--- config.mk ---
export PLATFORM = sky130hd
export DESIGN_NAME = useq_next_addr
export DESIGN_NICKNAME = d
export VERILOG_FILES = /design/src/rtl/useq_pkg.sv /design/src/rtl/useq_flag_reg.sv /design/src/rtl/useq_mbr_latch.sv /design/src/rtl/useq_addr_mux.sv /design/src/rtl/useq_next_addr.sv
export SDC_FILE = /design/constraint.sdc
export NUM_CORES = 1
export LEC_CHECK = 0
export BUFFER_PORTS_ARGS = -buffer_cell sky130_fd_sc_hd__buf_4
export CORE_UTILIZATION = 39
export CTS_CLUSTER_DIAMETER = 40
export DETAILED_ROUTE_END_ITERATION = 7
export GPL_TIMING_DRIVEN = 0
export PLACE_DENSITY = 0.76
export SLEW_MARGIN = 20
export SYNTH_ARGS = -nofsm -noshare
export SYNTH_HDL_FRONTEND = slang
export SYNTH_SLANG_ARGS = --single-unit
export TNS_END_PERCENT = 5
--- constraint.sdc ---
create_clock -name clk -period 1 [get_ports clk]
set_input_delay 0.1 -clock clk [delete_from_list [all_inputs] [get_ports clk]]
set_output_delay 0.1 -clock clk [all_outputs]
set_load 0.01 [all_outputs]
--- src/rtl/useq_pkg.sv ---
// Package: shared types and widths for the next-address unit.
// Assumes the control store holds exactly two banks of 2**MBR_W words.
package useq_pkg;
    localparam int unsigned BYTE_W = 8;
    localparam int unsigned UADDR_W = BYTE_W + 1;

    // Jump-control bits carried by each microinstruction.
    typedef struct packed {
        logic jam_n;
        logic jam_z;
        logic jump_mbr;
    } jump_ctl_t;

    // Dispatch merge variants: replace low bits, or OR them with the field.
    typedef enum logic {
        MERGE_REPLACE = 1'b0,
        MERGE_OR      = 1'b1
    } merge_mode_e;
endpackage

--- src/rtl/useq_flag_reg.sv ---
// Flag register: holds the ALU negative and zero results for one cycle so
// the next microinstruction can branch on them.
// Assumes the ALU outputs are valid before every rising edge.
module useq_flag_reg (
    input  logic clk,
    input  logic rst_n,
    input  logic alu_n,
    input  logic alu_z,
    output logic n_q,
    output logic z_q
);
    // Capture both flags at every edge; clear them in reset.
    always_ff @(posedge clk) begin
        if (!rst_n) begin
            n_q <= 1'b0;
            z_q <= 1'b0;
        end else begin
            n_q <= alu_n;
            z_q <= alu_z;
        end
    end
endmodule

--- src/rtl/useq_mbr_latch.sv ---
// Instruction byte register with a bypass: eff shows the byte that is being
// loaded this cycle, and otherwise the held byte.
// Assumes din is stable before the edge whenever load is high.
module useq_mbr_latch #(
    parameter int unsigned W = 8
) (
    input  logic         clk,
    input  logic         rst_n,
    input  logic         load,
    input  logic [W-1:0] din,
    output logic [W-1:0] q,
    output logic [W-1:0] eff
);
    // Load on request, hold otherwise.
    always_ff @(posedge clk) begin
        if (!rst_n)
            q <= '0;
        else if (load)
            q <= din;
    end

    // Forward the incoming byte so a dispatch in the same cycle sees it.
    always_comb eff = load ? din : q;
endmodule

--- src/rtl/useq_addr_mux.sv ---
// Next-address former: forces bit 8 for a taken branch and puts the
// dispatch byte into the low bits. Purely combinational.
// Assumes AW == MW + 1, so bit AW-1 selects the upper bank.
module useq_addr_mux
    import useq_pkg::*;
#(
    parameter int unsigned MW         = 8,
    parameter merge_mode_e MERGE_MODE = MERGE_REPLACE,
    localparam int unsigned AW        = MW + 1
) (
    input  logic [AW-1:0] field,
    input  jump_ctl_t     ctl,
    input  logic          n_q,
    input  logic          z_q,
    input  logic [MW-1:0] byte_eff,
    output logic [AW-1:0] next_addr
);
    logic          take;
    logic          bank;
    logic [MW-1:0] low;

    // Branch condition from the latched flags.
    always_comb take = (ctl.jam_n & n_q) | (ctl.jam_z & z_q);

    // Bank bit: the field's own bit 8, or forced by a taken branch.
    always_comb bank = field[AW-1] | take;

    generate
        if (MERGE_MODE == MERGE_OR) begin : g_or
            // Dispatch ORs the byte into the field's low bits.
            always_comb low = ctl.jump_mbr ? (field[MW-1:0] | byte_eff)
                                           : field[MW-1:0];
        end else begin : g_replace
            // Dispatch replaces the field's low bits with the byte.
            always_comb low = ctl.jump_mbr ? byte_eff : field[MW-1:0];
        end
    endgenerate

    // Assemble the successor address.
    always_comb next_addr = {bank, low};
endmodule

--- src/rtl/useq_next_addr.sv ---
// Top of the microsequencer next-address unit: flag register, instruction
// byte register with bypass, address former, and microprogram counter.
// Assumes a synchronous active-low reset that starts execution at word 0.
module useq_next_addr
    import useq_pkg::*;
#(
    parameter int unsigned MBR_W      = BYTE_W,
    parameter merge_mode_e MERGE_MODE = MERGE_REPLACE,
    localparam int unsigned AW        = MBR_W + 1
) (
    input  logic          clk,
    input  logic          rst_n,
    input  logic [AW-1:0] next_field,
    input  logic          jam_n,
    input  logic          jam_z,
    input  logic          jump_mbr,
    input  logic          alu_n,
    input  logic          alu_z,
    input  logic          mbr_load,
    input  logic [MBR_W-1:0] mbr_in,
    output logic [AW-1:0] upc,
    output logic [MBR_W-1:0] mbr,
    output logic          n_flag,
    output logic          z_flag
);
    jump_ctl_t        ctl;
    logic [MBR_W-1:0] byte_eff;
    logic [AW-1:0]    next_addr;

    // Gather the jump-control bits.
    always_comb ctl = '{jam_n: jam_n, jam_z: jam_z, jump_mbr: jump_mbr};

    useq_flag_reg u_flags (
        .clk   (clk),
        .rst_n (rst_n),
        .alu_n (alu_n),
        .alu_z (alu_z),
        .n_q   (n_flag),
        .z_q   (z_flag)
    );

    useq_mbr_latch #(.W(MBR_W)) u_mbr (
        .clk   (clk),
        .rst_n (rst_n),
        .load  (mbr_load),
        .din   (mbr_in),
        .q     (mbr),
        .eff   (byte_eff)
    );

    useq_addr_mux #(.MW(MBR_W), .MERGE_MODE(MERGE_MODE)) u_mux (
        .field     (next_field),
        .ctl       (ctl),
        .n_q       (n_flag),
        .z_q       (z_flag),
        .byte_eff  (byte_eff),
        .next_addr (next_addr)
    );

    // Microprogram counter: restart at 0, else advance to the formed address.
    always_ff @(posedge clk) begin
        if (!rst_n)
            upc <= '0;
        else
            upc <= next_addr;
    end
endmodule

# After elaboration in Yosys (flattened, before gate mapping)

Index checks and enable logic that the tools add are counted.
Widths: inputs -> output; s select.

Output and inout bits: 19
Flip-flop bits (word level): 19
Input port bits: 25
Logic and storage cells: 10

Multiplexer cells: 2
Bitwise logic cells: 4

Operator list:

| cell        | count |
|---|---|
| $mux 8      | 2 |
| $and 1x1->1 | 2 |
| $or 1x1->1  | 2 |

# Depth between registers and ports, before layout

Gate-level depths: netlist of the first run.

Depth in word-level cells: 3
Depth in mapped cells: 3
Gate-level depth less buffers: 2

# Cells and area by module

Synthesis of the first run repeated with hierarchy kept, for this count alone.

Cell total of the unflattened synthesis: 58
Area total of the unflattened synthesis: 782.0 µm²

By module, submodules not included:

| module         | area an instance (µm²) | sequential area each (µm²) | instances | cells each |
|---|---|---|---|---|
| useq_mbr_latch | 344.1                  | 160.2                      | 1         | 25 |
| useq_next_addr | 236.5                  | 180.2                      | 1         | 18 |
| useq_addr_mux  | 148.9                  | 0.0                        | 1         | 11 |
| useq_flag_reg  | 52.6                   | 40.0                       | 1         | 4 |

# Worst setup path before layout of the first run

Ideal clock, no wire load.

Path type: reg2reg
From: reg u_flags.n_q
To: reg upc[8]
Path slack: 0.246 ns
Required time: 0.877 ns
Setup time: 0.123 ns
Data arrival time: 0.631 ns
Buffers on the path: 0
Stages on the path, launching flop included: 3
Clock period less this slack: 0.754 ns
Cell sequence: dfxtp_1 > a221oi_1 > nor2b_1

Word-level cells in the longest chain between the ends: 3

RTL lines:

| element                  | line                 | text |
|---|---|---|
| start: declaration       | useq_flag_reg.sv:9   | `output logic n_q,` |
| start signal: assignment | useq_flag_reg.sv:18  | `n_q <= alu_n;` |
| $and 1x1->1              | useq_addr_mux.sv:23  | `always_comb take = (ctl.jam_n & n_q) \| (ctl.jam_z & z_q);` |
| $or 1x1->1               | useq_addr_mux.sv:23  |  |
| $or 1x1->1               | useq_addr_mux.sv:26  | `always_comb bank = field[AW-1] \| take;` |
| end signal: assignment   | useq_next_addr.sv:65 | `upc <= next_addr;` |
| end: declaration         | useq_next_addr.sv:21 | `output logic [AW-1:0] upc,` |

Every way passes these cells.
A chain may end at the register's enable or synchronous reset.

# Worst setup path after layout of the first run

From: reg u_mbr.q[6]
To: out mbr[6]

RTL lines:

| element                  | line                 | text |
|---|---|---|
| start: declaration       | useq_mbr_latch.sv:11 | `output logic [W-1:0] q,` |
| start signal: assignment | useq_mbr_latch.sv:19 | `q <= din;` |
| end: declaration         | useq_next_addr.sv:22 | `output logic [MBR_W-1:0] mbr,` |

No word-level cell between the ends.

==> results.cfg, run 1 <==
[worst_setup_path]
worst-path-buf-inv = 1
path_depth = 1
start_kind = register
crit_slowest_cell = dfxtp_1
cp-end-kind = output port
worstPathCellList = buf_4
crit_start = u_mbr.q[6]
crit_fanout = 2
worstPathArrival_ns = 0.76
crit_type = reg2out
reg2reg_from = u_flags.n_q
reg2reg_depth = 2
critPathTopFamily = flip-flops
cp.required_ns = 0.90
slowest_delay_ns = 0.35

[logic_synthesis]
synth_area_per_cell_um2 = 11.2
yosysMostFrequentCell = dfxtp_1
synthTopCellsByArea = dfxtp_1, mux2i_1, nor2b_1
ys_seq_area_share_pct = 58.3
ys_ff_latch = 19
synth_common_cells = dfxtp_1, nor2b_1, a21oi_1, mux2i_1, o21ai_1
yosys.area.top_type_share_pct = 58.3
synth_flop_cell = dfxtp_1
synth_edf_count = 0
synthCells = 58
yosys.area.top_type = dfxtp_1
syn-num-nets = 83
yosys_warnings = 0
ys_async_sr_fraction_pct = 0
ys_types = 10
synth.cell_area_um2 = 652

[global_routing]
use_met1_pct = 18.4
grt-ovfl-total = 0
busiest_layer = met2
grt_pass1_vias = 547
grt_pass1_wl_um = 2270
globalRouteTotalUtil_pct = 16.7
met3_usage_pct = 1.70
grt_antenna_before_repair = 0
grt_max_degree = 12
met2_usage_pct = 30.3

[clock_tree]
clock-root-buffer = clkbuf_4
cts_resized = 0
cts_buffers = 3
cts-htree-levels = 1
cts_tree = yes
path_clk_slew_ns = 0.10
cts.sink_count = 19
clk_latency_ns = 0.28
cts-hold-fix-buffers = 0
cts_setup_buffers = 0
cts.path.max_buffers = 2

[place]
post-place-ws_ns = 0.240
dp_hpwl_um = 1100
place_inst = 116
gp_congestion = 0.669
port_buffers = 42
dpl_cell_area_um2 = 987

[drt]
via_per_inst = 4.73
ant_nets = 0
drcViolationCount = 0
routed_wl_um = 1400
drt-pass1-iter-count = 2
vias = 567
first_iter_violations = 4
routedWlPerCell_um = 11.7

[finish]
diodes = 0
syn_to_final_growth_pct = 55.7
final_cells = 120
final_net_count = 130
final_layout_size_suffix_gt1_share_pct = 48.1
fin_area_mm2 = 0.00101
n_fill_cell = 141

[timing]
finalClockSkew_ns = 0.00351
period_minus_slack_ns = 0.858
slew_violations = 0
hold_violations = 0
relSlewSlack_pct = 86.7
fmaxAchievable_ghz = 1.17
tightest_slew_ns = 0.194
finalCritPeriodShare_pct = 85.8
fin_setup_tns_ns = 0
rsz0062_at_grt = false
fin_hold_ws_ns = 0.0179
final.setup.worst_slack_ns = 0.142
setup_viol = 0

[pwr]
swShare_pct = 23.4
seqPwrFrac_pct = 56.4
p_per_area_mw_per_mm2 = 1440
switching_power_mw = 0.341
p_comb_share_pct = 18.8
p_int_mw = 1.12
power_frac_clock_pct = 24.8
power.leakage_nw = 0.495
ir_worst_vdd_uv = 861

[die]
initial_core_util_pct = 42.3
core-area_mm2 = 0.00154
dieArea_mm2 = 0.00184
fp.dieW_um = 42.9
row_count = 14
ios = 44
dieHeight_um = 42.9

[worst_hold_path]
holdCritStartpoint = alu_z
worst_hold_path_type = in2reg
min_delay_path_depth = 2

[outcome]
status = finished clean

[run]
cap_violations = 0
[final cells by class]
cell class                 count  area [µm²]  area share, %
sequential                    19         380           37.5
clock buffer                   3        22.5           2.22
clock inverter                 1        5.00          0.493
tap                           16        20.0           1.97
timing repair buffer          42         315           31.1
buffer                         3        30.0           2.96
multi-input combinational     36         241           23.8
[worst reg2reg max path, stage by stage (launching register included)]
cell and delay, ns:
dfxtp_1 0.33, a221oi_1 0.26, nor2b_1 0.07
[layer usage]
metal	wire length (µm)	up-vias	part of all wire, %
met5	0	-	0
met4	19	0	1.4
met3	107	2	7.6
met2	720	24	51
met1	552	249	39
li1	-	292	-
[registers in the layout, indices dropped and copies added (netlist names)]
signal / flops
u_flags.n_q: 1
upc: 9
u_flags.z_q: 1
u_mbr.q: 8
[power by group through the flow]
stage | Sequential, mW | Clock, mW | Combinational (mW)
after floorplan | 0.866 | 0 | 0.0869
after global placement | 0.840 | 0 | 0.273
after detailed placement | 0.841 | 0 | 0.279
after CTS | 0.824 | 0.378 | 0.279
after global routing | 0.829 | 0.415 | 0.298
final | 0.823 | 0.362 | 0.275
[per-stage QoR]
step / total power, mW / utilization, %
global route: 1.54 / 65.8
detailed placement: 1.12 / 64.0
global placement: 1.11 / 64.0
CTS: 1.48 / 65.8
finish: 1.46 / 65.8
floorplan: 0.953 / -
[placed cells by master, fill, tap and decap left out, drive strengths merged]
master,instances
a21oi,8
a221oi,1
and2,2
buf,45
clkbuf,3
clkinv,1
dfxtp,19
mux2i,8
nor2b,9
o21ai,8
[cells by family after synthesis]
group / after synthesis / synth area share (%)
flip-flops: 19 / 58.3
AO/OA/AOI/OAI: 17 / 14.2
AND/OR/NAND/NOR: 11 / 10.6
multiplexers: 8 / 12.3
buffers and inverters: 3 / 4.61
[path summary, 6_finish.rpt]
check,end,slack (ns)
setup / recovery,mbr[6],0.14
setup reg to reg,upc[8],0.24
hold / removal,u_flags.z_q,0.02
hold reg to reg,upc[8],0.54
(Power assumes the default switching activity.)
==> run 2, diff against run 1 <==
--- a/config.mk
+++ b/config.mk
@@ -6,11 +6,11 @@
 export NUM_CORES = 1
 export LEC_CHECK = 0
 export BUFFER_PORTS_ARGS = -buffer_cell sky130_fd_sc_hd__buf_4
-export CORE_UTILIZATION = 39
+export CORE_UTILIZATION = 42
 export CTS_CLUSTER_DIAMETER = 40
 export DETAILED_ROUTE_END_ITERATION = 7
 export GPL_TIMING_DRIVEN = 0
-export PLACE_DENSITY = 0.76
+export PLACE_DENSITY = 0.81
 export SLEW_MARGIN = 20
 export SYNTH_ARGS = -nofsm -noshare
 export SYNTH_HDL_FRONTEND = slang
==> constraint.sdc (replaced) <==
create_clock -name clk -period 1.08 [get_ports clk]
set_input_delay 0.108 -clock clk [delete_from_list [all_inputs] [get_ports clk]]
set_output_delay 0.108 -clock clk [all_outputs]
set_load 0.01 [all_outputs]
==> results.cfg, run 2 (synthesized netlist as in run 1, its figures left out) <==
[timing]
fin_setup_tns_ns = 0
setup_viol = 0
period_minus_slack_ns = 0.863
finalClockSkew_ns = 0.000782
rsz0062_at_grt = false
finalCritPeriodShare_pct = 79.9
fmaxAchievable_ghz = 1.16
hold_violations = 0
tightest_slew_ns = 0.217
slew_violations = 0
relSlewSlack_pct = 85.1

[drt]
ant_nets = 0
vias = 589
drcViolationCount = 0
routed_wl_um = 1480
via_per_inst = 4.95
routedWlPerCell_um = 12.5
drt-pass1-iter-count = 4
first_iter_violations = 4

[worst_hold_path]
worst_hold_path_type = in2reg

[clock_tree]
cts_setup_buffers = 0
cts_resized = 0
cts.sink_count = 19
cts.path.max_buffers = 2
cts_tree = yes
cts_buffers = 3
cts-hold-fix-buffers = 0
cts-htree-levels = 1
clk_latency_ns = 0.28
path_clk_slew_ns = 0.10
clock-root-buffer = clkbuf_4

[global_routing]
grt_max_degree = 11
globalRouteTotalUtil_pct = 18.6
grt_antenna_before_repair = 0
grt_pass1_vias = 486
grt-ovfl-total = 0
grt_pass1_wl_um = 2040

[finish]
syn_to_final_growth_pct = 55.3
largest_register_ffs = 9
layout_commonest_cell = buf_4
diodes = 0
max_flop_register = upc
multi_input_area_um2 = 241
n_fill_cell = 119
final_cells = 119
most-common-layout-cells = buf_4, dfxtp_1, nor2b_1
final_layout_size_suffix_gt1_share_pct = 47.1
final_net_count = 130
top_regs = upc x9, u_mbr.q x8
register_area_um2 = 380
post-route-util_pct = 74.1

[die]
dieArea_mm2 = 0.00171
initial_core_util_pct = 47.7
ios = 44
fp.dieW_um = 41.4
core-area_mm2 = 0.00137
row_count = 13
dieHeight_um = 41.4

[worst_setup_path]
crit_slowest_cell = dfxtp_1
crit_start = u_mbr.q[0]
crit_type = reg2out
worstPathCellList = buf_4
cp-end-kind = output port
slowest_delay_ns = 0.35
reg2reg_depth = 2
critPathTopFamily = flip-flops
path_depth = 1
reg2reg_from = u_flags.n_q
r2r-end = upc[8]
crit_fanout = 2
worstPathArrival_ns = 0.75
start_kind = register
worst-path-buf-inv = 1
reg2reg_slack_ns = 0.33
cp.required_ns = 0.97
crit_end = mbr[0]

[place]
port_buffers = 42
dp_hpwl_um = 1150
place_inst = 115
gp_congestion = 0.625

[pwr]
ir_worst_vdd_uv = 1110
finalPower_mw = 1.36
p_per_area_mw_per_mm2 = 1350
power.leakage_nw = 0.492

[outcome]
status = finished clean

[run]
cap_violations = 0
run 2: cell types whose count changed in the layout (fill, tap and decap cells not counted), sizes merged:
cell,delta
clkbuf,+1
clkinv,-1
run 2: how the worst min path moves through the flow:
stage | start | to | cells past startpoint
after floorplan | alu_n | u_flags.n_q | 1
after global placement | alu_n | u_flags.n_q | 2
after detailed placement | alu_z | u_flags.z_q | 2
after CTS | alu_z | u_flags.z_q | 2
after global routing | alu_z | u_flags.z_q | 2
final | alu_z | u_flags.z_q | 2
run 2: through the flow:
step,worst slack (ns),hold WS [ns],instance area (µm²)
floorplan,0.326,0.235,652
global placement,0.338,0.319,986
detailed placement,0.295,0.325,986
CTS,0.200,0.0230,1010
global route,0.160,0.00920,1010
finish,0.217,0.0251,1010
run 2: cell type report:
| type | count | area share [%] |
|---|---|---|
| tap | 15 | 1.85 |
| clock buffer | 4 | 2.60 |
| multi-input combinational | 36 | 23.9 |
| buffer | 3 | 2.97 |
| sequential | 19 | 37.6 |
| timing repair buffer | 42 | 31.1 |
run 2: report_power, final:
group | leakage (nW) | switching, mW | total, mW | internal, mW
registers | 0.158 | 0.0169 | 0.763 | 0.746
clock network | 0.0150 | 0.201 | 0.345 | 0.143
logic | 0.320 | 0.103 | 0.256 | 0.152
total | 0.492 | 0.322 | 1.36 | 1.04
run 2: routing by layer:
| layer | wire length, µm | GRT usage (%) | vias to the layer above |
|---|---|---|---|
| met2 | 787 | 30.9 | 21 |
| met4 | 12 | 7.26 | 0 |
| met5 | 0 | 0 | - |
| met3 | 98 | 6.38 | 2 |
| li1 | - | - | 289 |
| met1 | 583 | 21.9 | 277 |
run 2: worst reg2reg max path, cell delays in order (launching register included):
cell and delay, ns:
dfxtp_1 0.33, a221oi_1 0.25, nor2b_1 0.07
==> run 3, diff against run 2 <==
--- a/config.mk
+++ b/config.mk
@@ -6,11 +6,11 @@
 export NUM_CORES = 1
 export LEC_CHECK = 0
 export BUFFER_PORTS_ARGS = -buffer_cell sky130_fd_sc_hd__buf_4
-export CORE_UTILIZATION = 42
+export CORE_UTILIZATION = 39
 export CTS_CLUSTER_DIAMETER = 40
 export DETAILED_ROUTE_END_ITERATION = 7
 export GPL_TIMING_DRIVEN = 0
-export PLACE_DENSITY = 0.81
+export PLACE_DENSITY = 0.76
 export SLEW_MARGIN = 20
 export SYNTH_ARGS = -nofsm -noshare
 export SYNTH_HDL_FRONTEND = slang
==> constraint.sdc (replaced) <==
create_clock -name clk -period 0.8 [get_ports clk]
set_input_delay 0.08 -clock clk [delete_from_list [all_inputs] [get_ports clk]]
set_output_delay 0.08 -clock clk [all_outputs]
set_load 0.01 [all_outputs]
==> results.cfg, run 3 (synthesized netlist as in run 1, its figures left out) <==
[timing]
rsz0062_at_grt = true
finalCritPeriodShare_pct = 103
fmaxAchievable_ghz = 1.22
slew_violations = 0
period_minus_slack_ns = 0.822
setup_viol = 16
final.setup.worst_slack_ns = -0.0216
tightest_slew_ns = 0.202
relSlewSlack_pct = 86.1
hold_violations = 0
finalClockSkew_ns = 0.00801

[drt]
vias = 584
routed_wl_um = 1470
via_per_inst = 4.79
drt-pass1-iter-count = 2
drcViolationCount = 0
routedWlPerCell_um = 12.1
first_iter_violations = 4
ant_nets = 0

[worst_setup_path]
crit_slowest_cell = dfxtp_2
cp.required_ns = 0.72
worstPathArrival_ns = 0.74
crit_type = reg2out
reg2reg_from = u_flags.n_q
start_kind = register
r2r-end = upc[8]
cp-end-kind = output port
reg2reg_slack_ns = 0.03
reg2reg_depth = 2
crit_fanout = 2
critPathTopFamily = flip-flops
worstPathCellList = buf_6
worst-path-buf-inv = 1
slowest_delay_ns = 0.34

[pwr]
p_per_area_mw_per_mm2 = 1690
ir_worst_vdd_uv = 1110
power.leakage_nw = 0.525

[die]
dieHeight_um = 42.9
dieArea_mm2 = 0.00184
fp.dieW_um = 42.9
ios = 44
initial_core_util_pct = 42.3
core-area_mm2 = 0.00154
row_count = 14

[finish]
max_flop_register = upc
final_cells = 122
layout_commonest_cell = buf_4
diodes = 0
final_net_count = 132
most-common-layout-cells = buf_4, buf_6, dfxtp_2
final_layout_size_suffix_gt1_share_pct = 62.3
top_regs = upc x9, u_mbr.q x8
fin_area_mm2 = 0.00112
syn_to_final_growth_pct = 72.2
n_fill_cell = 117
largest_register_ffs = 9

[outcome]
status = finished, violations left
violations = setup timing

[global_routing]
grt_max_degree = 12
grt_antenna_before_repair = 0
grt-ovfl-total = 0
grt_pass1_wl_um = 2280
grt_pass1_vias = 551
globalRouteTotalUtil_pct = 16.7

[worst_hold_path]
holdCritStartpoint = next_field[8]
worst_hold_path_type = in2reg
min_delay_path_depth = 3
min_to = upc[8]

[run]
cap_violations = 0

[clock_tree]
cts.sink_count = 19
clock-root-buffer = clkbuf_4
cts_tree = yes
cts_setup_buffers = 0
clk_latency_ns = 0.28
path_clk_slew_ns = 0.11
cts-htree-levels = 1
cts.path.max_buffers = 2
cts_buffers = 3

[place]
port_buffers = 42
dpl_cell_area_um2 = 987
dp_hpwl_um = 1100
gp_congestion = 0.669
place_inst = 116
[run 3: cell count changes in the layout (fill, tap and decap cells not counted), sizes merged]
cell         before  now
dlygate4sd3       0    2
clkbuf            4    3
clkinv            0    1
[run 3: how the worst max path moves through the flow]
stage / startpoint / to / slack (ns) / depth (start not counted)
final: u_flags.n_q / n_flag / -0.02 / 1
after global routing: u_flags.z_q / z_flag / -0.05 / 1
after CTS: u_mbr.q[6] / mbr[6] / -0.03 / 1
after detailed placement: u_flags.n_q / upc[8] / 0.05 / 2
after global placement: u_flags.n_q / upc[8] / 0.07 / 2
after floorplan: u_flags.n_q / upc[8] / 0.05 / 2
[run 3: layout make-up]
| cell class | instances | area (µm²) | area share, % |
|---|---|---|---|
| repair buffers | 44 | 403 | 35.9 |
| clock inverters | 1 | 5.00 | 0.446 |
| plain buffers | 3 | 30.0 | 2.68 |
| flip-flops and latches | 19 | 400 | 35.7 |
| clock buffers | 3 | 22.5 | 2.01 |
| well taps | 16 | 20.0 | 1.78 |
| multi-input cells | 36 | 241 | 21.5 |
[run 3: timing repair]
action	CTS	global route
resized for setup	24	10
endpoints found under the setup margin	19	20
hold endpoints to repair	1	1
hold buffers	1	1
[run 3: where the power goes]
part	internal, mW	total [mW]	switching, mW
Clock	0.185	0.457	0.272
Combinational	0.246	0.387	0.141
Sequential	1.02	1.05	0.0328
[run 3: per-stage QoR]
step | hold WS (ns) | utilization, % | TNS [ns] | power, mW | setup WS (ns)
floorplan | 0.207 | - | 0 | 1.19 | 0.0458
global placement | 0.288 | 64.0 | 0 | 1.39 | 0.0719
detailed placement | 0.293 | 64.0 | 0 | 1.40 | 0.0521
CTS | 0.000858 | 70.9 | -0.304 | 1.90 | -0.0283
global route | 0.0291 | 72.8 | -0.844 | 2.00 | -0.0549
finish | 0.0302 | 72.8 | -0.151 | 1.89 | -0.0216
[run 3: per-layer routing]
| metal | global-route usage, % | wire length, µm |
|---|---|---|
| met5 | 0 | 0 |
| met4 | 9.38 | 19 |
| met3 | 1.70 | 87 |
| met2 | 30.3 | 765 |
| met1 | 18.7 | 599 |
